<file path="src/rtl/desc_dma_pkg.sv">
package desc_dma_pkg;
  localparam int DW         = 32;
  localparam int DESC_WORDS = 8;
  localparam int IDX_W      = $clog2(DESC_WORDS);

  // descriptor word slots (order is decoded by the fetch sequencer)
  localparam int IDX_C0   = 0;
  localparam int IDX_C1   = 1;
  localparam int IDX_S0   = 2;
  localparam int IDX_S1   = 3;
  localparam int IDX_D0   = 4;
  localparam int IDX_D1   = 5;
  localparam int IDX_STAT = 6;
  localparam int IDX_NEXT = 7;

  // register offsets
  localparam int OFF_CFG   = 'h00;
  localparam int OFF_DPTR  = 'h04;
  localparam int OFF_DBELL = 'h08;
  localparam int OFF_IRQ   = 'h0C;
  localparam int OFF_BCNT  = 'h10;
  localparam int OFF_STAT  = 'h14;

  typedef enum logic [2:0] {
    ST_IDLE, ST_FETCH, ST_RD, ST_WR, ST_WB_STAT, ST_WB_CMD
  } eng_st_e;

  // narrower of the two access widths; code 3 behaves as word
  function automatic logic [1:0] beat_code(input logic [1:0] sw, input logic [1:0] dw);
    logic [1:0] a, b;
    a = (sw == 2'd3) ? 2'd2 : sw;
    b = (dw == 2'd3) ? 2'd2 : dw;
    return (a < b) ? a : b;
  endfunction

  function automatic logic [DW-1:0] beat_bytes(input logic [1:0] wc);
    return DW'(1) << wc;
  endfunction

  // address of one side for a given byte offset into the descriptor
  function automatic logic [DW-1:0] side_addr(input logic [DW-1:0] base, input logic [3:0] attr,
                                              input logic [DW-1:0] off, input logic [1:0] wc);
    logic [2:0]    sh;
    logic [DW-1:0] win;
    sh  = {1'b0, attr[3:2]} + {1'b0, wc};
    win = DW'(1) << sh;
    case (attr[1:0])
      2'd0:    return base + off;
      2'd1:    return base;
      default: return base + (off & (win - DW'(1)));
    endcase
  endfunction
endpackage

</file>
<file path="src/rtl/desc_dma_regs.sv">
module desc_dma_regs
  import desc_dma_pkg::*;
#(
  parameter int REG_AW = 8
) (
  input  logic              clk,
  input  logic              rst_n,
  input  logic              reg_we,
  input  logic [REG_AW-1:0] reg_addr,
  input  logic [DW-1:0]     reg_wdata,
  output logic [DW-1:0]     reg_rdata,
  output logic              en,
  output logic              dbell_pend,
  output logic [DW-1:0]     dptr,
  output logic              irq,
  input  logic              fetch_go,
  input  logic              dptr_wr,
  input  logic [DW-1:0]     dptr_nxt,
  input  logic              irq_set,
  input  logic              cv_set,
  input  logic              cv_clr,
  input  logic              idle,
  input  logic [DW-1:0]     bcnt
);
  logic en_q, pend_q, irq_q, cv_q;
  logic [DW-1:0] dptr_q;

  wire wr_cfg   = reg_we && (reg_addr == REG_AW'(OFF_CFG));
  wire wr_dptr  = reg_we && (reg_addr == REG_AW'(OFF_DPTR));
  wire wr_dbell = reg_we && (reg_addr == REG_AW'(OFF_DBELL));
  wire wr_irq   = reg_we && (reg_addr == REG_AW'(OFF_IRQ));
  wire wr_stat  = reg_we && (reg_addr == REG_AW'(OFF_STAT));
  wire halt     = idle && !en_q;

  always_ff @(posedge clk) begin
    if (!rst_n) begin
      en_q   <= 1'b0;
      pend_q <= 1'b0;
      irq_q  <= 1'b0;
      cv_q   <= 1'b0;
      dptr_q <= '0;
    end else begin
      if (wr_cfg) en_q <= reg_wdata[0];
      if (dptr_wr)      dptr_q <= dptr_nxt;
      else if (wr_dptr) dptr_q <= reg_wdata;
      pend_q <= wr_dbell | (pend_q & ~fetch_go & ~(wr_stat & reg_wdata[1]));
      cv_q   <= cv_set | (cv_q & ~cv_clr & ~(wr_stat & reg_wdata[2]));
      irq_q  <= irq_set | (irq_q & ~wr_irq);
    end
  end

  always_comb begin
    reg_rdata = '0;
    case (reg_addr)
      REG_AW'(OFF_CFG):  reg_rdata[0] = en_q;
      REG_AW'(OFF_DPTR): reg_rdata = dptr_q;
      REG_AW'(OFF_IRQ):  reg_rdata[0] = irq_q;
      REG_AW'(OFF_BCNT): reg_rdata = bcnt;
      REG_AW'(OFF_STAT): reg_rdata[2:0] = {cv_q, pend_q, halt};
      default:           reg_rdata = '0;
    endcase
  end

  assign en         = en_q;
  assign dbell_pend = pend_q;
  assign dptr       = dptr_q;
  assign irq        = irq_q;

  // the interrupt only rises after a completion that asked for it
  p_irq_cause_r8: assert property (@(posedge clk) disable iff (!rst_n)
    $rose(irq_q) |-> $past(irq_set));
  // a halted channel stays halted until software writes a register
  p_halt_stays_r9: assert property (@(posedge clk) disable iff (!rst_n)
    (halt && !reg_we) |=> halt);
endmodule

</file>
<file path="src/rtl/desc_dma_engine.sv">
module desc_dma_engine
  import desc_dma_pkg::*;
(
  input  logic          clk,
  input  logic          rst_n,
  input  logic          en,
  input  logic          dbell_pend,
  input  logic [DW-1:0] dptr,
  output logic          fetch_go,
  output logic          dptr_wr,
  output logic [DW-1:0] dptr_nxt,
  output logic          irq_set,
  output logic          cv_set,
  output logic          cv_clr,
  output logic          idle,
  output logic [DW-1:0] bcnt,
  output logic          mem_req,
  output logic          mem_we,
  output logic [DW-1:0] mem_addr,
  output logic [1:0]    mem_size,
  output logic [DW-1:0] mem_wdata,
  input  logic          mem_ack,
  input  logic [DW-1:0] mem_rdata
);
  eng_st_e          st;
  logic [IDX_W-1:0] fidx;
  logic [DW-1:0]    c0, c1, s0, d0, nx, buf_q, moved, bcnt_q;
  logic [3:0]       s1, d1;

  wire [1:0]    wc       = beat_code(c0[3:2], c0[5:4]);
  wire [DW-1:0] bb       = beat_bytes(wc);
  wire          mem_fire = mem_req && mem_ack;

  // named events for the register block and the assertions
  wire park      = (st == ST_FETCH) && (fidx == IDX_W'(IDX_C0)) && mem_fire && !mem_rdata[0];
  wire desc_ok   = (st == ST_FETCH) && (fidx == IDX_W'(IDX_C0)) && mem_fire &&  mem_rdata[0];
  wire desc_done = (st == ST_WB_CMD) && mem_fire;
  wire last_fet  = (st == ST_FETCH) && (fidx == IDX_W'(IDX_NEXT)) && mem_fire;
  wire beat_done = (st == ST_WR) && mem_fire;

  assign fetch_go = (st == ST_IDLE) && en && dbell_pend;
  assign dptr_wr  = desc_done;
  assign dptr_nxt = nx;
  assign irq_set  = desc_done && c0[1];
  assign cv_set   = desc_ok;
  assign cv_clr   = desc_done;
  assign idle     = (st == ST_IDLE);
  assign bcnt     = bcnt_q;

  always_comb begin
    mem_req   = 1'b0;
    mem_we    = 1'b0;
    mem_addr  = dptr;
    mem_size  = 2'd2;
    mem_wdata = '0;
    case (st)
      ST_FETCH: begin
        mem_req  = 1'b1;
        mem_addr = dptr + DW'({fidx, 2'b00});
      end
      ST_RD: begin
        mem_req  = 1'b1;
        mem_addr = side_addr(s0, s1, moved, wc);
        mem_size = wc;
      end
      ST_WR: begin
        mem_req   = 1'b1;
        mem_we    = 1'b1;
        mem_addr  = side_addr(d0, d1, moved, wc);
        mem_size  = wc;
        mem_wdata = buf_q;
      end
      ST_WB_STAT: begin
        mem_req   = 1'b1;
        mem_we    = 1'b1;
        mem_addr  = dptr + DW'(IDX_STAT * 4);
        mem_wdata = c1 | {1'b1, {(DW-1){1'b0}}};
      end
      ST_WB_CMD: begin
        mem_req   = 1'b1;
        mem_we    = 1'b1;
        mem_wdata = c0 & ~DW'(1);
      end
      default: ;
    endcase
  end

  always_ff @(posedge clk) begin
    if (!rst_n) begin
      st     <= ST_IDLE;
      fidx   <= '0;
      c0     <= '0;
      c1     <= '0;
      s0     <= '0;
      s1     <= '0;
      d0     <= '0;
      d1     <= '0;
      nx     <= '0;
      buf_q  <= '0;
      moved  <= '0;
      bcnt_q <= '0;
    end else begin
      case (st)
        ST_IDLE: if (fetch_go) begin
          st   <= ST_FETCH;
          fidx <= '0;
        end
        ST_FETCH: if (mem_fire) begin
          case (fidx)
            IDX_W'(IDX_C0): c0 <= mem_rdata;
            IDX_W'(IDX_C1): begin c1 <= mem_rdata; bcnt_q <= mem_rdata; end
            IDX_W'(IDX_S0): s0 <= mem_rdata;
            IDX_W'(IDX_S1): s1 <= mem_rdata[3:0];
            IDX_W'(IDX_D0): d0 <= mem_rdata;
            IDX_W'(IDX_D1): d1 <= mem_rdata[3:0];
            IDX_W'(IDX_NEXT): nx <= mem_rdata;
            default: ;
          endcase
          moved <= '0;
          if (park)          st <= ST_IDLE;
          else if (last_fet) st <= !en ? ST_IDLE : ((c1 == '0) ? ST_WB_STAT : ST_RD);
          else if (!en)      st <= ST_IDLE;
          else fidx <= (fidx == IDX_W'(IDX_D1)) ? IDX_W'(IDX_NEXT) : fidx + IDX_W'(1);
        end
        ST_RD: if (mem_fire) begin
          buf_q <= mem_rdata;
          st    <= ST_WR;
        end
        ST_WR: if (beat_done) begin
          moved  <= moved + bb;
          bcnt_q <= (bcnt_q > bb) ? bcnt_q - bb : '0;
          if (bcnt_q <= bb) st <= ST_WB_STAT;
          else              st <= en ? ST_RD : ST_IDLE;
        end
        ST_WB_STAT: if (mem_fire) st <= ST_WB_CMD;
        ST_WB_CMD: if (desc_done) begin
          st   <= en ? ST_FETCH : ST_IDLE;
          fidx <= '0;
        end
        default: st <= ST_IDLE;
      endcase
    end
  end

  // an unanswered request holds still
  p_req_hold_r11: assert property (@(posedge clk) disable iff (!rst_n)
    (mem_req && !mem_ack) |=> (mem_req && $stable(mem_addr) && $stable(mem_we)
                               && $stable(mem_size) && $stable(mem_wdata)));
  // parking on an invalid descriptor leaves the bus quiet
  p_park_quiet_r2: assert property (@(posedge clk) disable iff (!rst_n)
    park |=> !mem_req);
  // a zero-count descriptor never reaches a data read
  p_no_data_zero_r7: assert property (@(posedge clk) disable iff (!rst_n)
    (st == ST_RD) |-> (c1 != '0));
  // a write-back is always followed by the command-word write
  p_wb_order_r6: assert property (@(posedge clk) disable iff (!rst_n)
    ((st == ST_WB_STAT) && mem_fire) |=> (st == ST_WB_CMD));
endmodule

</file>
<file path="src/rtl/desc_dma_channel.sv">
module desc_dma_channel
  import desc_dma_pkg::*;
#(
  parameter int REG_AW = 8
) (
  input  logic              clk,
  input  logic              rst_n,
  input  logic              reg_we,
  input  logic [REG_AW-1:0] reg_addr,
  input  logic [DW-1:0]     reg_wdata,
  output logic [DW-1:0]     reg_rdata,
  output logic              irq,
  output logic              mem_req,
  output logic              mem_we,
  output logic [DW-1:0]     mem_addr,
  output logic [1:0]        mem_size,
  output logic [DW-1:0]     mem_wdata,
  input  logic              mem_ack,
  input  logic [DW-1:0]     mem_rdata
);
  logic          en, dbell_pend, fetch_go, dptr_wr, irq_set, cv_set, cv_clr, idle;
  logic [DW-1:0] dptr, dptr_nxt, bcnt;

  desc_dma_regs #(.REG_AW(REG_AW)) u_regs (
    .clk(clk), .rst_n(rst_n), .reg_we(reg_we), .reg_addr(reg_addr),
    .reg_wdata(reg_wdata), .reg_rdata(reg_rdata), .en(en), .dbell_pend(dbell_pend),
    .dptr(dptr), .irq(irq), .fetch_go(fetch_go), .dptr_wr(dptr_wr),
    .dptr_nxt(dptr_nxt), .irq_set(irq_set), .cv_set(cv_set), .cv_clr(cv_clr),
    .idle(idle), .bcnt(bcnt)
  );

  desc_dma_engine u_eng (
    .clk(clk), .rst_n(rst_n), .en(en), .dbell_pend(dbell_pend), .dptr(dptr),
    .fetch_go(fetch_go), .dptr_wr(dptr_wr), .dptr_nxt(dptr_nxt), .irq_set(irq_set),
    .cv_set(cv_set), .cv_clr(cv_clr), .idle(idle), .bcnt(bcnt),
    .mem_req(mem_req), .mem_we(mem_we), .mem_addr(mem_addr), .mem_size(mem_size),
    .mem_wdata(mem_wdata), .mem_ack(mem_ack), .mem_rdata(mem_rdata)
  );
endmodule

</file>
<file path="config.mk">
export PLATFORM = sky130hd
export DESIGN_NAME = desc_dma_channel
export DESIGN_NICKNAME = d
export VERILOG_FILES = /design/src/rtl/desc_dma_pkg.sv /design/src/rtl/desc_dma_regs.sv /design/src/rtl/desc_dma_engine.sv /design/src/rtl/desc_dma_channel.sv
export SDC_FILE = /design/constraint.sdc
export NUM_CORES = 1
export LEC_CHECK = 0
export BUFFER_PORTS_ARGS = -buffer_cell sky130_fd_sc_hd__buf_4
export CAP_MARGIN = 10
export CORE_MARGIN = 4
export CORE_UTILIZATION = 50
export DETAILED_ROUTE_END_ITERATION = 16
export HOLD_SLACK_MARGIN = 0.06
export MAX_ROUTING_LAYER = met4
export PLACE_DENSITY = 0.69
export SLEW_MARGIN = 20
export SYNTH_ARGS = -nofsm -noshare
export SYNTH_HDL_FRONTEND = slang
export SYNTH_HIERARCHICAL = 1
export SYNTH_SLANG_ARGS = --single-unit
</file>
<file path="constraint.sdc">
create_clock -name clk -period 8.1 [get_ports clk]
set_input_delay 1.215 -clock clk [delete_from_list [all_inputs] [get_ports clk]]
set_output_delay 1.215 -clock clk [all_outputs]
set_load 0.1 [all_outputs]
</file>
# Word level (Yosys, flattened, before mapping)
# Index checks and enable logic that the tools add are counted.
[op_classes]
n_eq_ne = 31
add_sub_neg = 13
n_shift = 3
n_reduce_logical = 44
n_mux = 46
n_lt_le_gt_ge = 3
bitwise_logic = 17
[op_table]
columns = ["cell", "n"]
rows = [
  ["2-to-1 mux 32 bit", 8],
  ["one-hot mux 32 bit (2 select lines)", 4],
  ["adder 32 bit", 5],
  ["one-hot mux 32 bit (4 select lines)", 1],
  ["one-hot mux 32 bit (3 select lines)", 1],
  ["AND 32 bit", 2],
  ["<< shifter 1 x 3 -> 32 bit (first input constant)", 2],
  ["subtractor 32 x 1 -> 32 bit (second input constant)", 2],
  ["one-hot mux 29 bit (2 select lines)", 1],
  ["2-to-1 mux 3 bit", 19],
  ["adder 32 x 5 -> 32 bit", 1],
  ["adder 32 x 5 -> 32 bit (second input constant)", 1],
  ["greater-than comparator 32 bit", 1],
  ["<= comparator 32 bit", 1],
  ["zero test 32 bit", 1],
  ["<< shifter 1 x 2 -> 32 bit (first input constant)", 1],
  ["subtractor 32 bit", 1],
  ["AND reduction 3 bit", 8],
  ["logical AND 1 bit", 18],
  ["one-hot mux 3 bit (6 select lines)", 1],
  ["equality test 8 x 4 -> 1 bit (second input constant)", 2],
  ["equality test 8 x 5 -> 1 bit (second input constant)", 2],
  ["equality test 3 bit (second input constant)", 5],
  ["AND reduction 7 bit", 2],
  ["30 further kinds", 67],
]
[word_totals]
reg_bits = 306
input_bits = 76
word_cells = 174
output_inout_bits = 101

# Longest topological paths before layout
# Gate-level depths: netlist of run 1.
[depth]
ltp_word = 11
mapped_depth = 25
ltp_nobuf = 25

# Modules after synthesis
# Netlist of run 1, hierarchy kept.
[modules_own_cells]
columns = ["mod", "seq_area_each_um2", "n_inst", "area_each_um2", "cells_each"]
rows = [
  ["desc_dma_engine", 5385.2, 1, 18906.9, 2570],
  ["desc_dma_regs", 720.7, 1, 2193.4, 269],
]

# Worst setup path before layout of run 1
# OpenSTA, ideal clock, no wires.
[synth_path]
path_kind = "reg2out"
start = "reg u_eng.c0[3]"
end = "out mem_addr[12]"
path_slack_ns = -2.206
n_path_buf = 1
path_stages_with_launch = 22
required_ns = 6.885
arrival_ns = 9.091
cell_sequence = "dfxtp_1 -> clkbuf_1 -> ha_1 -> a22o_1 -> o21ai_0 -> inv_1 -> ha_1 -> fa_1 -> or3_1 -> ha_1 -> xor2_1 -> a21boi_0 -> ha_1 -> nor2b_1 -> o2111a_1 -> o21a_1 -> o21ai_0 -> a21boi_0 -> o21ai_0 -> a21oi_1 -> and3_1 -> a2111oi_0"
[synth_between]
elab_chain_cells = 11
word_cells_on_any_way = 17
classes_between = "add/sub (6); order compare (1); eq/ne (1); shift (2); mux (5); bitwise (2)"
[synth_lines]
columns = ["item", "line", "rtl"]
rows = [
  ["from (decl)", "desc_dma_engine.sv:27", "logic [DW-1:0] c0, c1, s0, d0, nx, buf_q, moved, bcnt_q;"],
  ["from (signal assigned)", "desc_dma_engine.sv:110", "IDX_W'(IDX_C0): c0 <= mem_rdata;"],
  ["equality test 2 bit", "desc_dma_pkg.sv:31", "a = (sw == 2'd3) ? 2'd2 : sw;"],
  ["2-to-1 mux 2 bit (*)", "desc_dma_pkg.sv:31", ""],
  ["< comparator 2 bit", "desc_dma_pkg.sv:33", "return (a < b) ? a : b;"],
  ["2-to-1 mux 2 bit (*)", "desc_dma_pkg.sv:33", ""],
  ["adder 2 x 2 -> 3 bit", "desc_dma_pkg.sv:45", "sh = {1'b0, attr[3:2]} + {1'b0, wc};"],
  ["<< shifter 1 x 3 -> 32 bit", "desc_dma_pkg.sv:46", "win = DW'(1) << sh;"],
  ["subtractor 32 x 1 -> 32 bit", "desc_dma_pkg.sv:50", "default: return base + (off & (win - DW'(1)));"],
  ["AND 32 bit", "desc_dma_pkg.sv:50", ""],
  ["adder 32 bit", "desc_dma_pkg.sv:50", ""],
  ["one-hot mux 32 bit (2 select lines)", "desc_dma_pkg.sv:47", "case (attr[1:0])"],
  ["one-hot mux 32 bit (4 select lines) (*)", "desc_dma_engine.sv:56", "case (st)"],
  ["to (decl)", "desc_dma_channel.sv:15", "output logic [DW-1:0] mem_addr,"],
]
# Mark *: on every way between the ends. The rest lies on a longest branch, timed or not.

# Worst setup path in the final report of run 1
[layout_path]
start = "reg u_eng.c0[5]"
end = "out mem_addr[30]"
[layout_between]
elab_chain_cells = 11
word_cells_on_any_way = 17
classes_between = "add/sub (6); order compare (1); eq/ne (1); shift (2); mux (5); bitwise (2)"
[layout_lines]
columns = ["item", "line", "rtl"]
rows = [
  ["equality test 2 bit", "desc_dma_pkg.sv:32", "b = (dw == 2'd3) ? 2'd2 : dw;"],
  ["2-to-1 mux 2 bit (*)", "desc_dma_pkg.sv:32", ""],
  ["< comparator 2 bit", "desc_dma_pkg.sv:33", ""],
  ["2-to-1 mux 2 bit (*)", "desc_dma_pkg.sv:33", ""],
  ["adder 2 x 2 -> 3 bit", "desc_dma_pkg.sv:45", ""],
  ["<< shifter 1 x 3 -> 32 bit", "desc_dma_pkg.sv:46", ""],
  ["subtractor 32 x 1 -> 32 bit", "desc_dma_pkg.sv:50", ""],
  ["AND 32 bit", "desc_dma_pkg.sv:50", ""],
  ["adder 32 bit", "desc_dma_pkg.sv:50", ""],
  ["one-hot mux 32 bit (2 select lines)", "desc_dma_pkg.sv:47", ""],
  ["one-hot mux 32 bit (4 select lines) (*)", "desc_dma_engine.sv:56", ""],
]
# Marked as above.

==> results.tsv, run 1 <==
metric	value	unit
run_status	finished, final reports clean	
grt_pass1_vias	20827	
endpoint_kind	output pin	
numPortBuffers	176	
worstPathRequired	6.88	ns
hpwl	62090	µm
setup_viol	0	
path_max_fanout	7	
worstSetupPathType	flip-flop to output pin	
gr-total-overflow	0	
ys_top_cells_by_area	dfxtp_1 (29%), nand2_1 (11%), a21boi_0 (7.4%), ha_1 (5.2%), o21ai_0 (3.7%)	
cp-start-kind	flip-flop	
hold_viol	0	
slew_headroom	0.2143	
clock_path_buffers	3	
busiest_layer	met2	
pre_cts_ws	0.5516	ns
min_period	7.838	ns
cp_data_arrival_time	6.62	ns
vias	22528	
grt_first_pass_wirelength	130100	µm
final_common_cell	nand2_1	
cts_root_buffer	clkbuf_16	
ys_ff_latch	305	
synthDistinctLibCells	84	
die_area	45550	µm²
pwr-share-comb	0.388	
reg2reg_depth	16	
p_seq_frac	0.303	
whs_path_depth	2	
skew	0.03169	ns
grt_util_met1	0.5282	
cts_made_buffers	37	
yosysWarnings	6	
htree_levels	2	
drt-initial-drc-count	2662	
rsz0062_at_grt	yes	
ys_seq_area_frac	0.2894	
p_sw	2.374	mW
slew_viol_final	0	
hold_path_class	flip-flop to flip-flop	
start_util	0.5110	
fin_ws	0.2624	ns
die_h	213.4	µm
nets	3064	
wl_per_cell	25.40	µm
final_cell_mix	nand2_1 (603), dfxtp_1 (304), buf_4 (219)	
async_reset_ff_frac	0	
synth-edff-count	0	
row_count	74	
io_pins	177	
setup_tns	0	ns
ys.flop_type	dfxtp_1	
route.detailed.drc	0	
cts_setup_buffers	0	
place_congestion	1.010	
first_pass_iters	6	
syn-num-nets	3010	
antenna_left	0	
instances_no_fill	3453	
cts_tree	done	
drive_gt1_frac	0.1103	
avgSynthCellArea	7.432	µm²
synth.top_cell.area_share	0.2894	
vias_per_cell	6.524	
cts.reportedPaths.clkPinSlew	0.06	ns
met3_usage	0.06203	
antenna_found_initial	5	
max_freq	127.6	MHz
ir_drop	222.4	µV
netlist_area	21100	µm²
finalWirelength	87710	µm
grt_max_degree	115	
tightestPinTransition	1.177	ns
coreArea	41290	µm²
clk_latency	0.58	ns
p_int	3.029	mW
p_sw_frac	0.4393	
die_x	213.4	µm
fin_crit_sh	0.9676	
cap_violations	0	
placed_cells	3386	
p_leak	9.188	nW
synth_cells	2839	
synth_top_cell_by_area	dfxtp_1	
p_per_area	225.6	nW/µm²
use_met2	0.5650	
p_clk_frac	0.309	
clock_sinks	305	
grt_usage	0.3826	
area_growth	13.50	%
-- cells by family (layout without fill, tap and decap cells) --
group                    Yosys count  in the layout  synth area share
other                              0              1                 0
flip-flops                       305            305            0.2894
adder cells (fa/ha/maj)           95             95           0.05882
XOR/XNOR                         118            118           0.04898
multiplexers                      40             40           0.01898
buffers and inverters            261            342           0.04815
AND/OR/NAND/NOR                 1146           1146            0.2492
AO/OA/AOI/OAI                    874            874            0.2865
-- routing by layer --
layer  share of wire  up-vias
met5               0        -
met4           0.044        0
met3            0.10      208
met2            0.43     1229
met1            0.42    10844
li1                -    10247
-- path summary, 6_finish.rpt --
check | slack, ns | endpoint | start
worst max register to register | 2.96 | u_eng/bcnt[4] | u_eng/c0[5]
worst min-delay path | 0.46 | u_eng/dptr_nxt[28] | u_eng/dptr_nxt[28]
worst max-delay path | 0.26 | mem_addr[30] | u_eng/c0[5]
worst min register to register | 0.46 | u_eng/dptr_nxt[28] | u_eng/dptr_nxt[28]
-- synthesized netlist by cell type (36+ instances only) --
master,instances
nor2b_1,38
nor2_1,164
nand3_1,51
nand4_1,57
a31oi_1,50
nand2_1,605
xor2_1,63
clkbuf_1,178
o21ai_0,155
dfxtp_1,305
mux2i_1,40
inv_1,55
o31ai_1,50
ha_1,88
nor3_1,36
xnor2_1,55
and2_1,60
a21boi_0,208
a21oi_1,111
-- power groups by stage --
stage	registers [mW]	logic, mW	clock network, mW
after floorplan	1.62	1.48	0
after global placement	1.66	2.03	0
after detailed placement	1.66	2.05	0
after CTS	1.63	2.06	1.68
after global routing	1.64	2.17	1.75
final	1.64	2.09	1.67
-- flip-flops by register name (all words and copies together) (netlist names) --
name	count
u_eng/st	3
u_eng/buf_q	32
u_eng/s0	32
u_eng/c0	31
u_eng/fidx	3
u_regs/dptr	32
u_regs/en	1
u_eng/s1	4
u_eng/c1	32
u_regs/dbell_pend	1
u_eng/d1	4
u_regs/cv_q	1
u_eng/bcnt	32
u_eng/dptr_nxt	32
u_eng/d0	32
u_eng/moved	32
u_regs/irq	1
-- layout make-up --
class	count	area, µm²
clock inverters	18	195.2
fillers	3851	17350
flip-flops and latches	305	6110
diodes	1	2.502
inverters	56	210.2
clock buffers	48	1007
repair buffers	220	1655
well taps	532	665.6
multi-input cells	2273	14100
-- critical path, stage by stage, from the launching register on --
cell and delay, ns:
dfxtp_1 0.40, ha_1 0.26, a22o_1 0.20, o21ai_1 0.22, inv_1 0.18, ha_1 0.26
fa_1 0.56, or3_1 0.42, ha_1 0.27, a21oi_1 0.18, o211ai_1 0.09, and2_1 0.19
ha_1 0.33, o211a_1 0.16, o31a_1 0.17, o211ai_1 0.21, nor4bb_1 0.19, buf_4 0.19
nor4_4 0.37, o2111ai_1 0.18, and4b_1 0.23, o21a_1 0.18, o32a_1 0.34, buf_4 0.25
-- per-stage QoR --
stage	hold slack [ns]	total power, mW	instance area, µm²	util
2_1_floorplan	0.4399	3.103	21110	-
3_5_place_dp	0.4574	3.714	22680	0.5493
5_1_grt	0.4821	5.556	23950	0.5800
6_report	0.4624	5.403	23950	0.5800
3_3_place_gp	0.4476	3.694	22680	0.5493
4_1_cts	0.4653	5.367	23890	0.5785
-- what timing repair did --
action	in CTS	in global routing
resized for setup	2	7
setup endpoints to repair	2	6
hold buffers	0	0
No activity file was read; power rests on OpenSTA's default activity.
==> inputs of run 2 (changes only) <==
- SETUP_SLACK_MARGIN: unset -> 0.4
==> run 2 against run 1 <==
Effect of this change: critical path depth unchanged; non-clock buffer count grew 2; fmax increased by 4.0%; worst hold slack better by 0.0030 ns; clock power is essentially flat; total power up 0.21%; clock-buffer cell count unchanged; combinational power about the same; sequential cell count is the same; worst setup slack improved by 0.30 ns; final cell count is essentially flat; critical path type unchanged; largest cell class unchanged.
==> results.tsv, run 2 (same netlist as run 1, synthesis figures left out) <==
metric	value	unit	change
run_status	finished, final reports clean		
worstSetupStartpoint	u_eng/c0[3]		
pwr-share-comb	0.390		+0.002
r2r-start	u_eng/c0[3]		
rsz0062_at_grt	no		
tightestPinTransition	1.185	ns	+0.007901 ns
whs_path_depth	2		unchanged
setup_viol	0		unchanged
p_sw_frac	0.4387		-0.0005606
grt_first_pass_wirelength	130200	µm	about the same
final_cell_area	24020	µm²	+0.30%
wl_per_cell	25.41	µm	about the same
cts_root_buffer	clkbuf_16		
die_x	213.4	µm	unchanged
place_congestion	1.010		unchanged
io_pins	177		unchanged
route.detailed.drc	0		unchanged
row_count	74		unchanged
antenna_found_initial	4		-1
cts_tree	done		
r2r_slack	3.10	ns	+0.14 ns
vias_per_cell	6.510		-0.22%
placed_cell_area	22680	µm²	unchanged
critPathMaxStageDelay	0.48	ns	-0.08 ns
critPathSlowestCell	fa_2		
ir_drop	222.7	µV	+0.12%
r2r_end	u_eng/bcnt[4]		
worstSetupPathType	flip-flop to output pin		
vias	22485		-0.19%
final_common_cell	nand2_1		
clock_sinks	305		unchanged
cap_violations	0		unchanged
crit_buf_inv	3		unchanged
hold_path_end	u_eng/c0[26]		
fin_crit_sh	0.9305		-0.03712
die_h	213.4	µm	unchanged
reg2reg_depth	16		unchanged
path_common_cell	ha_1		
hold_viol	0		unchanged
final_core_util	0.5817		+0.001727
p_leak	9.201	nW	+0.14%
slew_viol_final	0		unchanged
setup_tns	0	ns	unchanged
holdCritStartpoint	u_eng/c0[26]		
finalWirelength	87750	µm	about the same
worstPathRequired	6.88	ns	about the same
grt_pass1_vias	20847		+0.096%
antenna_left	0		unchanged
hold_path_class	flip-flop to flip-flop		
drive_gt1_frac	0.1140		+0.003689
drt-initial-drc-count	2749		+3.3%
clock_path_buffers	3		unchanged
slew_headroom	0.2090		-0.005274
start_util	0.5110		unchanged
numPortBuffers	176		unchanged
area_growth	13.84	%	
cts_made_buffers	37		unchanged
clk_latency	0.58	ns	about the same
die_area	45550	µm²	unchanged
nets	3066		+0.065%
final_cell_mix	nand2_1 (603), dfxtp_1 (303), buf_4 (216)		
path_max_fanout	7		unchanged
coreArea	41290	µm²	unchanged
skew	0.02941	ns	-0.002276 ns
max_freq	132.7	MHz	+4.0%
p_seq_frac	0.302		about the same
cp_cell_sequence	ha_1, a22o_1, o21ai_2, inv_2, ha_1, fa_2, or3_1, ha_1, a21oi_1, o211ai_1, and2_1, ha_1, o211a_1, o31a_1, o211ai_1, nor4bb_1, buf_4, nor4_4, o2111ai_1, and4b_1, o21a_1, o32a_1, buf_6		
min_period	7.537	ns	-0.3006 ns
p_clk_frac	0.308		about the same
hpwl	62090	µm	unchanged
grt_max_degree	115		unchanged
p_sw	2.376	mW	about the same
p_per_area	225.4	nW/µm²	about the same
n_antenna_cell	0		-1
holdBufCountCts	0		unchanged
first_pass_iters	6		unchanged
cp_data_arrival_time	6.32	ns	-0.30 ns
cp_top_family	compound AO/OA/AOI/OAI gates		
cts.reportedPaths.clkPinSlew	0.06	ns	about the same
gr-total-overflow	0		unchanged
htree_levels	2		unchanged
endpoint_kind	output pin		
grt_usage	0.3828		about the same
p_int	3.039	mW	+0.31%
cp-start-kind	flip-flop		
run 2: area by class of cell:
type | count | area [µm²]
well taps | 532 | 665.6
multi-input cells | 2273 | 14140
fillers | 3840 | 17270
inverters | 56 | 210.2
repair buffers | 222 | 1689
flip-flops and latches | 305 | 6111
clock buffers | 48 | 1007
clock inverters | 18 | 195.2
run 2: power by group through the flow:
stage	registers (mW)	logic, mW	clock network (mW)
floorplan	1.62	1.48	0
global placement	1.66	2.03	0
detailed placement	1.66	2.05	0
CTS	1.63	2.06	1.68
global route	1.64	2.18	1.75
finish	1.64	2.11	1.67
run 2: what timing repair did:
item                       4_1_cts  5_1_grt
pin swaps                        1        5
setup buffers                    1        1
setup endpoints to repair       12       13
resized for setup                9       16
gates cloned                     0        0
hold endpoints to repair         0        0
run 2: per-stage QoR:
| step | total power [mW] | hold WS (ns) | setup WS (ns) | instances |
|---|---|---|---|---|
| 3_3_place_gp | 3.694 | 0.4476 | 0.6912 | 3386 |
| 6_report | 5.414 | 0.4654 | 0.5631 | 3454 |
| 3_5_place_dp | 3.714 | 0.4574 | 0.5516 | 3386 |
| 4_1_cts | 5.368 | 0.4653 | 0.4941 | 3453 |
| 2_1_floorplan | 3.103 | 0.4399 | 0.5238 | 2839 |
| 5_1_grt | 5.568 | 0.4821 | 0.4068 | 3454 |
run 2: routing by layer:
metal  share of wire  vias to the layer above  track usage
met5               0                        -            -
met4           0.042                        0       0.1426
met3            0.10                      180      0.06042
met2            0.44                     1292       0.5674
met1            0.42                    10777       0.5291
li1                -                    10236            -
run 2: worst max-delay path by stage:
stage / to / slack (ns) / cells past startpoint
floorplan: mem_addr[12] / 0.52 / 21
global placement: mem_addr[31] / 0.69 / 22
detailed placement: mem_addr[30] / 0.55 / 23
CTS: mem_addr[30] / 0.49 / 23
global route: mem_addr[30] / 0.41 / 23
finish: mem_addr[30] / 0.56 / 23
run 2: worst register-to-register path: stages (launching register included):
cell	delay, ns
dfxtp_1	0.40
ha_1	0.26
a22o_1	0.21
o21ai_2	0.13
inv_2	0.11
nor2_1	0.31
ha_1	0.22
inv_1	0.06
fa_1	0.41
a21o_1	0.20
a21oi_1	0.57
a41oi_1	0.26
nor4_4	0.66
nand2b_2	0.65
o21ai_1	0.16
a22oi_1	0.22
nor2b_1	0.08
